## src/rtl/regAluPkg.sv

```systemverilog
package regAluPkg;
  localparam logic [3:0] OP_AND  = 4'h0;
  localparam logic [3:0] OP_ADD  = 4'h1;
  localparam logic [3:0] OP_SUB  = 4'h2;
  localparam logic [3:0] OP_OR   = 4'h3;
  localparam logic [3:0] OP_XOR  = 4'h4;
  localparam logic [3:0] OP_NOT  = 4'h5;
  localparam logic [3:0] OP_SHL  = 4'h6;
  localparam logic [3:0] OP_SHR  = 4'h7;
  localparam logic [3:0] OP_LOAD = 4'hF;

  typedef enum logic [2:0] {
    FN_AND, FN_ADD, FN_SUB, FN_OR, FN_XOR, FN_NOT, FN_SHL, FN_SHR
  } aluFn_e;

  typedef struct packed {
    logic   regWr;
    logic   flagWr;
    logic   selImm;
    aluFn_e fn;
  } ctrlStrobe_t;
endpackage

```

## src/rtl/regAluCtrl.sv

```systemverilog
module regAluCtrl
  import regAluPkg::*;
(
  input  logic        writeEn,
  input  logic [3:0]  opCode,
  output ctrlStrobe_t strobe
);
  logic known;

  always_comb begin
    known  = 1'b1;
    strobe = '{regWr: 1'b0, flagWr: 1'b0, selImm: 1'b0, fn: FN_AND};
    case (opCode)
      OP_AND:  strobe.fn = FN_AND;
      OP_ADD:  strobe.fn = FN_ADD;
      OP_SUB:  strobe.fn = FN_SUB;
      OP_OR:   strobe.fn = FN_OR;
      OP_XOR:  strobe.fn = FN_XOR;
      OP_NOT:  strobe.fn = FN_NOT;
      OP_SHL:  strobe.fn = FN_SHL;
      OP_SHR:  strobe.fn = FN_SHR;
      OP_LOAD: strobe.selImm = 1'b1;
      default: known = 1'b0;
    endcase
    strobe.regWr  = writeEn && known;
    strobe.flagWr = writeEn && known;
  end

  always_comb begin
    AST_WE_GATES_WRITE: assert (writeEn || !(strobe.regWr || strobe.flagWr));
  end
endmodule

```

## src/rtl/regAluPath.sv

```systemverilog
module regAluPath
  import regAluPkg::*;
#(
  parameter int DATA_W   = 8,
  parameter int NUM_REGS = 4
) (
  input  logic                       clk,
  input  logic                       rst,
  input  ctrlStrobe_t                strobe,
  input  logic [DATA_W-1:0]          operandField,
  input  logic [$clog2(NUM_REGS)-1:0] dstSel,
  output logic [NUM_REGS*DATA_W-1:0] regBus,
  output logic                       carryFlag
);
  localparam int SEL_W = $clog2(NUM_REGS);

  logic [NUM_REGS-1:0][DATA_W-1:0] regFile;
  logic [DATA_W-1:0] opA, opB, aluRes, wrData;
  logic              aluCarry, nextCarry;
  logic [SEL_W-1:0]  selA, selB;

  assign selA = operandField[SEL_W-1:0];
  assign selB = operandField[2*SEL_W-1:SEL_W];
  assign opA  = regFile[selA];
  assign opB  = regFile[selB];

  always_comb begin
    aluCarry = 1'b0;
    aluRes   = '0;
    unique case (strobe.fn)
      FN_AND: aluRes = opA & opB;
      FN_ADD: {aluCarry, aluRes} = {1'b0, opA} + {1'b0, opB};
      FN_SUB: begin
        aluRes   = opA - opB;
        aluCarry = (opA < opB);
      end
      FN_OR:  aluRes = opA | opB;
      FN_XOR: aluRes = opA ^ opB;
      FN_NOT: aluRes = ~opA;
      FN_SHL: {aluCarry, aluRes} = {opA, 1'b0};
      FN_SHR: {aluRes, aluCarry} = {1'b0, opA};
      default: aluRes = '0;
    endcase
  end

  assign wrData    = strobe.selImm ? operandField : aluRes;
  assign nextCarry = strobe.selImm ? 1'b0 : aluCarry;

  for (genvar i = 0; i < NUM_REGS; i++) begin : gReg
    logic hit;
    assign hit = strobe.regWr && (dstSel == SEL_W'(i));
    always_ff @(posedge clk) begin
      if (rst)      regFile[i] <= '0;
      else if (hit) regFile[i] <= wrData;
    end
    assign regBus[i*DATA_W +: DATA_W] = regFile[i];

    AST_ONLY_DEST_CHANGES: assert property (@(posedge clk) disable iff (rst)
      (regFile[i] != $past(regFile[i])) |-> ($past(dstSel) == SEL_W'(i)));
  end

  always_ff @(posedge clk) begin
    if (rst)                carryFlag <= 1'b0;
    else if (strobe.flagWr) carryFlag <= nextCarry;
  end

  AST_RESET_CLEARS: assert property (@(posedge clk)
    rst |=> (regBus == '0 && !carryFlag));
  AST_IDLE_HOLDS: assert property (@(posedge clk) disable iff (rst)
    (!strobe.regWr && !strobe.flagWr) |=> ($stable(regBus) && $stable(carryFlag)));
endmodule

```

## src/rtl/regAluCore.sv

```systemverilog
module regAluCore
  import regAluPkg::*;
#(
  parameter int DATA_W   = 8,
  parameter int NUM_REGS = 4
) (
  input  logic                        clk,
  input  logic                        rst,
  input  logic                        writeEn,
  input  logic [3:0]                  opCode,
  input  logic [DATA_W-1:0]           operandField,
  input  logic [$clog2(NUM_REGS)-1:0] dstSel,
  output logic [NUM_REGS*DATA_W-1:0]  regBus,
  output logic                        carryFlag
);
  ctrlStrobe_t strobe;

  regAluCtrl uCtrl (
    .writeEn (writeEn),
    .opCode  (opCode),
    .strobe  (strobe)
  );

  regAluPath #(.DATA_W(DATA_W), .NUM_REGS(NUM_REGS)) uPath (
    .clk          (clk),
    .rst          (rst),
    .strobe       (strobe),
    .operandField (operandField),
    .dstSel       (dstSel),
    .regBus       (regBus),
    .carryFlag    (carryFlag)
  );

  AST_WE_LOW_FREEZES: assert property (@(posedge clk) disable iff (rst)
    !writeEn |=> ($stable(regBus) && $stable(carryFlag)));
  AST_LOAD_LANDS: assert property (@(posedge clk) disable iff (rst)
    (writeEn && opCode == OP_LOAD) |=>
      (regBus[$past(dstSel)*DATA_W +: DATA_W] == $past(operandField) && !carryFlag));
  AST_LOGIC_CLEARS_CARRY: assert property (@(posedge clk) disable iff (rst)
    (writeEn && (opCode == OP_AND || opCode == OP_OR || opCode == OP_XOR || opCode == OP_NOT))
      |=> !carryFlag);
endmodule

```

## config.mk

```make
export PLATFORM = sky130hd
export DESIGN_NAME = regAluCore
export DESIGN_NICKNAME = d
export VERILOG_FILES = /design/src/rtl/regAluPkg.sv /design/src/rtl/regAluCtrl.sv /design/src/rtl/regAluPath.sv /design/src/rtl/regAluCore.sv
export SDC_FILE = /design/constraint.sdc
export NUM_CORES = 1
export LEC_CHECK = 0
export BUFFER_PORTS_ARGS = -buffer_cell sky130_fd_sc_hd__buf_2
export CAP_MARGIN = 0
export CORE_UTILIZATION = 63
export CTS_BUF_LIST = sky130_fd_sc_hd__clkbuf_16
export DETAILED_ROUTE_END_ITERATION = 10
export GPL_TIMING_DRIVEN = 0
export PLACE_DENSITY = 0.87
export SLEW_MARGIN = 30
export SYNTH_ARGS = -nofsm -noshare
export SYNTH_HDL_FRONTEND = slang
export SYNTH_SLANG_ARGS = --single-unit
export TNS_END_PERCENT = 5
```

## constraint.sdc

```tcl
create_clock -name clk -period 7.45 [get_ports clk]
set_clock_uncertainty 0.2 [all_clocks]
set_input_delay 0 -clock clk [delete_from_list [all_inputs] [get_ports clk]]
set_output_delay 0 -clock clk [all_outputs]
set_load 0.02 [all_outputs]
```

==> results.py <==
metrics = {
    "synthesis": {
        "avgSynthCellArea_um2": 8.48,
        "synth_edf_count": 0,
        "syn_inst": 397,
        "ys.flop_type": "dfxtp_1",
        "synth_area_um2": 3370,
        "synth_seq_cells": 33,
        "synth_nets": 440,
        "yosysWarnings": 0,
        "ys_seq_area_share_pct": 19.6,
        "synth.distinct_cells": 72,
        "async_flop_share_pct": 0,
    },
    "worst_setup_path": {
        "crit_buf_inv": 0,
        "critPathLaunch": "uPath.regBus[24]$_SDFFE_PP0P_",
        "cpLargestDelayFamily": "adder cells",
        "path_class": "flip-flop to flip-flop",
        "required_ps": 7360,
        "cp-start-kind": "flip-flop",
        "worstPathMaxFanout": 6,
        "cpPeakStageDelay_ps": 630,
        "crit_path_end_kind": "flip-flop",
        "arrival_ps": 3550,
        "r2r-start": "uPath.regBus[24]$_SDFFE_PP0P_",
        "slowest_stage": "nor4_2",
        "path_cells": "mux4_2, ha_1, fa_1, a211oi_1, nor2_1, a31o_2, nor4_2, o32ai_1",
    },
    "power": {
        "ir_drop_mv": 0.180,
        "p_sw_share_pct": 30.8,
        "pwr-share-clk_pct": 37.1,
        "seqPwrFrac_pct": 36.8,
        "power_switching_uw": 155,
        "p_int_uw": 348,
        "powerDensity_nw_per_um2": 131,
        "power_frac_comb_pct": 26.0,
        "p_leak_nw": 1.48,
    },
    "layout": {
        "fin_nets": 493,
        "seq_area_um2": 661,
        "multi_input_area_um2": 2460,
        "syn2layout_area_growth_pct": 13.9,
        "antennaDiodeCount": 0,
        "num-fill-cells": 397,
        "drive_gt1_share_pct": 22.3,
    },
    "floorplan": {
        "io_pins": 50,
        "chipHeight_um": 75.1,
        "rows": 26,
        "core_um2": 5140,
        "die_area_um2": 5640,
        "start_util_pct": 65.5,
        "fp.dieW_um": 75.1,
    },
    "run_status": {
        "status": "finished clean",
    },
    "cts": {
        "insertion_delay_ps": 270,
        "cts_buffer_depth": 2,
        "ctsResizeCount": 0,
        "path_clk_slew_ps": 50,
        "cts.htree.levels": 2,
        "numCtsBuffers": 5,
        "cts_tree": "built",
        "cts.sink_count": 33,
        "cts_root_buf": "clkbuf_16",
    },
    "sta": {
        "min_period_over_period_pct": 48.9,
        "timing.hold.ws_ps": 12.9,
        "max_slew_margin_pct": 46.7,
        "final_hold_viol_count": 0,
        "slew_viol_final": 0,
        "rsz0062_at_grt": "no",
        "final-setup-viol-count": 0,
        "period_minus_slack_ps": 3640,
        "tns_ps": 0,
        "worst_pin_slew_ps": 799,
        "clock.fmax_mhz": 275,
    },
    "min_path": {
        "min_from": "dstSel[1]",
        "holdCritPathClass": "primary input to flip-flop",
    },
    "global_route": {
        "grt_pass1_vias": 3381,
        "grt_pass1_wl_um": 17100,
        "grt_max_degree": 11,
        "overflow": 0,
        "grt.total_usage_pct": 41.1,
        "antenna_found_initial": 0,
    },
    "route": {
        "drcViolationCount": 0,
        "antenna_left": 0,
        "drt_iter0_drc": 320,
        "post_drt_wl_per_cell_um": 21.6,
        "drtPass1Iterations": 9,
        "vias_per_cell": 7.06,
        "wl_um": 11200,
        "vias": 3665,
    },
    "placement": {
        "gp_congestion": 0.968,
        "io_buffers": 42,
        "dp_hpwl_um": 8040,
    },
    "flow_run": {
        "cap_violations": 0,
    },
}
-- routing by layer --
layer	track usage (%)	part of all wire, %
met4	22.0	4.1
met3	8.30	11
met5	0	0
met2	66.7	47
met1	51.5	38
-- tightest hold or removal path: stages --
cell	delay, ps
buf_2	150
nor3b_1	130
nor2_1	110
a211oi_1	50
-- kinds of logic (layout without fill, tap and decap cells) --
family | Yosys count | count (layout) | synth area share [%]
fa+ha+maj | 26 | 26 | 10.1
buf+inv | 54 | 106 | 7.25
simple gates | 119 | 119 | 19.9
mux | 23 | 23 | 12.7
flops | 33 | 33 | 19.6
xor+xnor | 3 | 3 | 0.781
compound gates | 139 | 139 | 29.7
-- metrics by stage --
stage	power, mW	cell area (um2)	utilization [%]	std cells	worst slack (ps)
final	0.503	3830	74.6	519	3810
after floorplan	0.278	3370	-	397	4340
after global routing	0.518	3830	74.6	519	3750
after global placement	0.310	3660	71.3	509	3730
after detailed placement	0.312	3660	71.3	509	3720
after CTS	0.498	3830	74.6	519	3940
-- path summary, 6_finish.rpt --
check	cells past startpoint	to	slack, ps
worst max-delay path	8	uPath.regBus[6]$_SDFFE_PP0P_	3810
worst max register to register	8	uPath.regBus[6]$_SDFFE_PP0P_	3810
worst min register to register	2	uPath.regBus[28]$_SDFFE_PP0P_	320
worst min-delay path	4	uPath.regBus[8]$_SDFFE_PP0P_	10
-- registers in the layout (all words and copies together) (netlist names) --
name and flops:
uPath.regBus 32, uPath.carryFlag 1
-- power groups by stage --
stage	Combinational (mW)	Sequential (mW)	Clock, mW
final	0.131	0.185	0.187
after global routing	0.139	0.185	0.194
after CTS	0.126	0.185	0.187
after detailed placement	0.124	0.188	0
after global placement	0.122	0.188	0
after floorplan	0.0855	0.192	0
-- cell type report --
class | instances | share of cell area (%)
Multi-Input combinational cell | 310 | 64.2
Inverter | 26 | 2.55
Clock inverter | 1 | 0.131
Sequential cell | 33 | 17.2
Clock buffer | 5 | 3.26
Timing Repair Buffer | 46 | 6.53
Tap cell | 70 | 2.28
Buffer | 28 | 3.82
-- cells in the final DEF (no fill, tap or decap), types with 4 or more instances in the layout --
master         count
buf_2             45
o21ai_0           26
dfxtp_1           33
nand2_1           20
mux2i_1            7
buf_4              8
a211oi_1           9
inv_1             23
o31ai_1            5
o22ai_1            6
o32ai_1            4
nand2b_1           5
ha_1              24
nor2_1            30
nand3_1           23
nor2b_1            7
a211oi_2           4
nor3_1             6
o21bai_1           5
mux4_2            13
clkbuf_16          5
nand3b_1           6
a22oi_1            4
a21o_1             5
dlygate4sd3_1      4
a21oi_1           27
clkbuf_1          14
a221oi_1           6
-- cells in the mapped netlist (all sizes together), types with 6 or more instances --
master  count  share of area (%)
a211oi     13                3.5
a21oi      27                4.0
a221oi      7                2.0
buf        14                2.8
clkbuf     14                1.6
dfxtp      33                 20
ha         24                8.9
inv        26                2.9
mux2i       7                2.1
mux4       15                 10
nand2      20                2.2
nand3      25                4.0
nand3b      6                1.3
nor2       30                3.3
nor2b       9                2.1
nor3        6               0.89
o21ai      30                4.6
o22ai       7                1.5
o31ai       6                1.5
-- what timing repair did --
action / in CTS / in global routing
setup endpoints to repair: 0 / 0
endpoints found under the hold margin: 7 / 0
hold buffers: 4 / 0
setup buffers: 0 / 0
(Power assumes the default switching activity.)
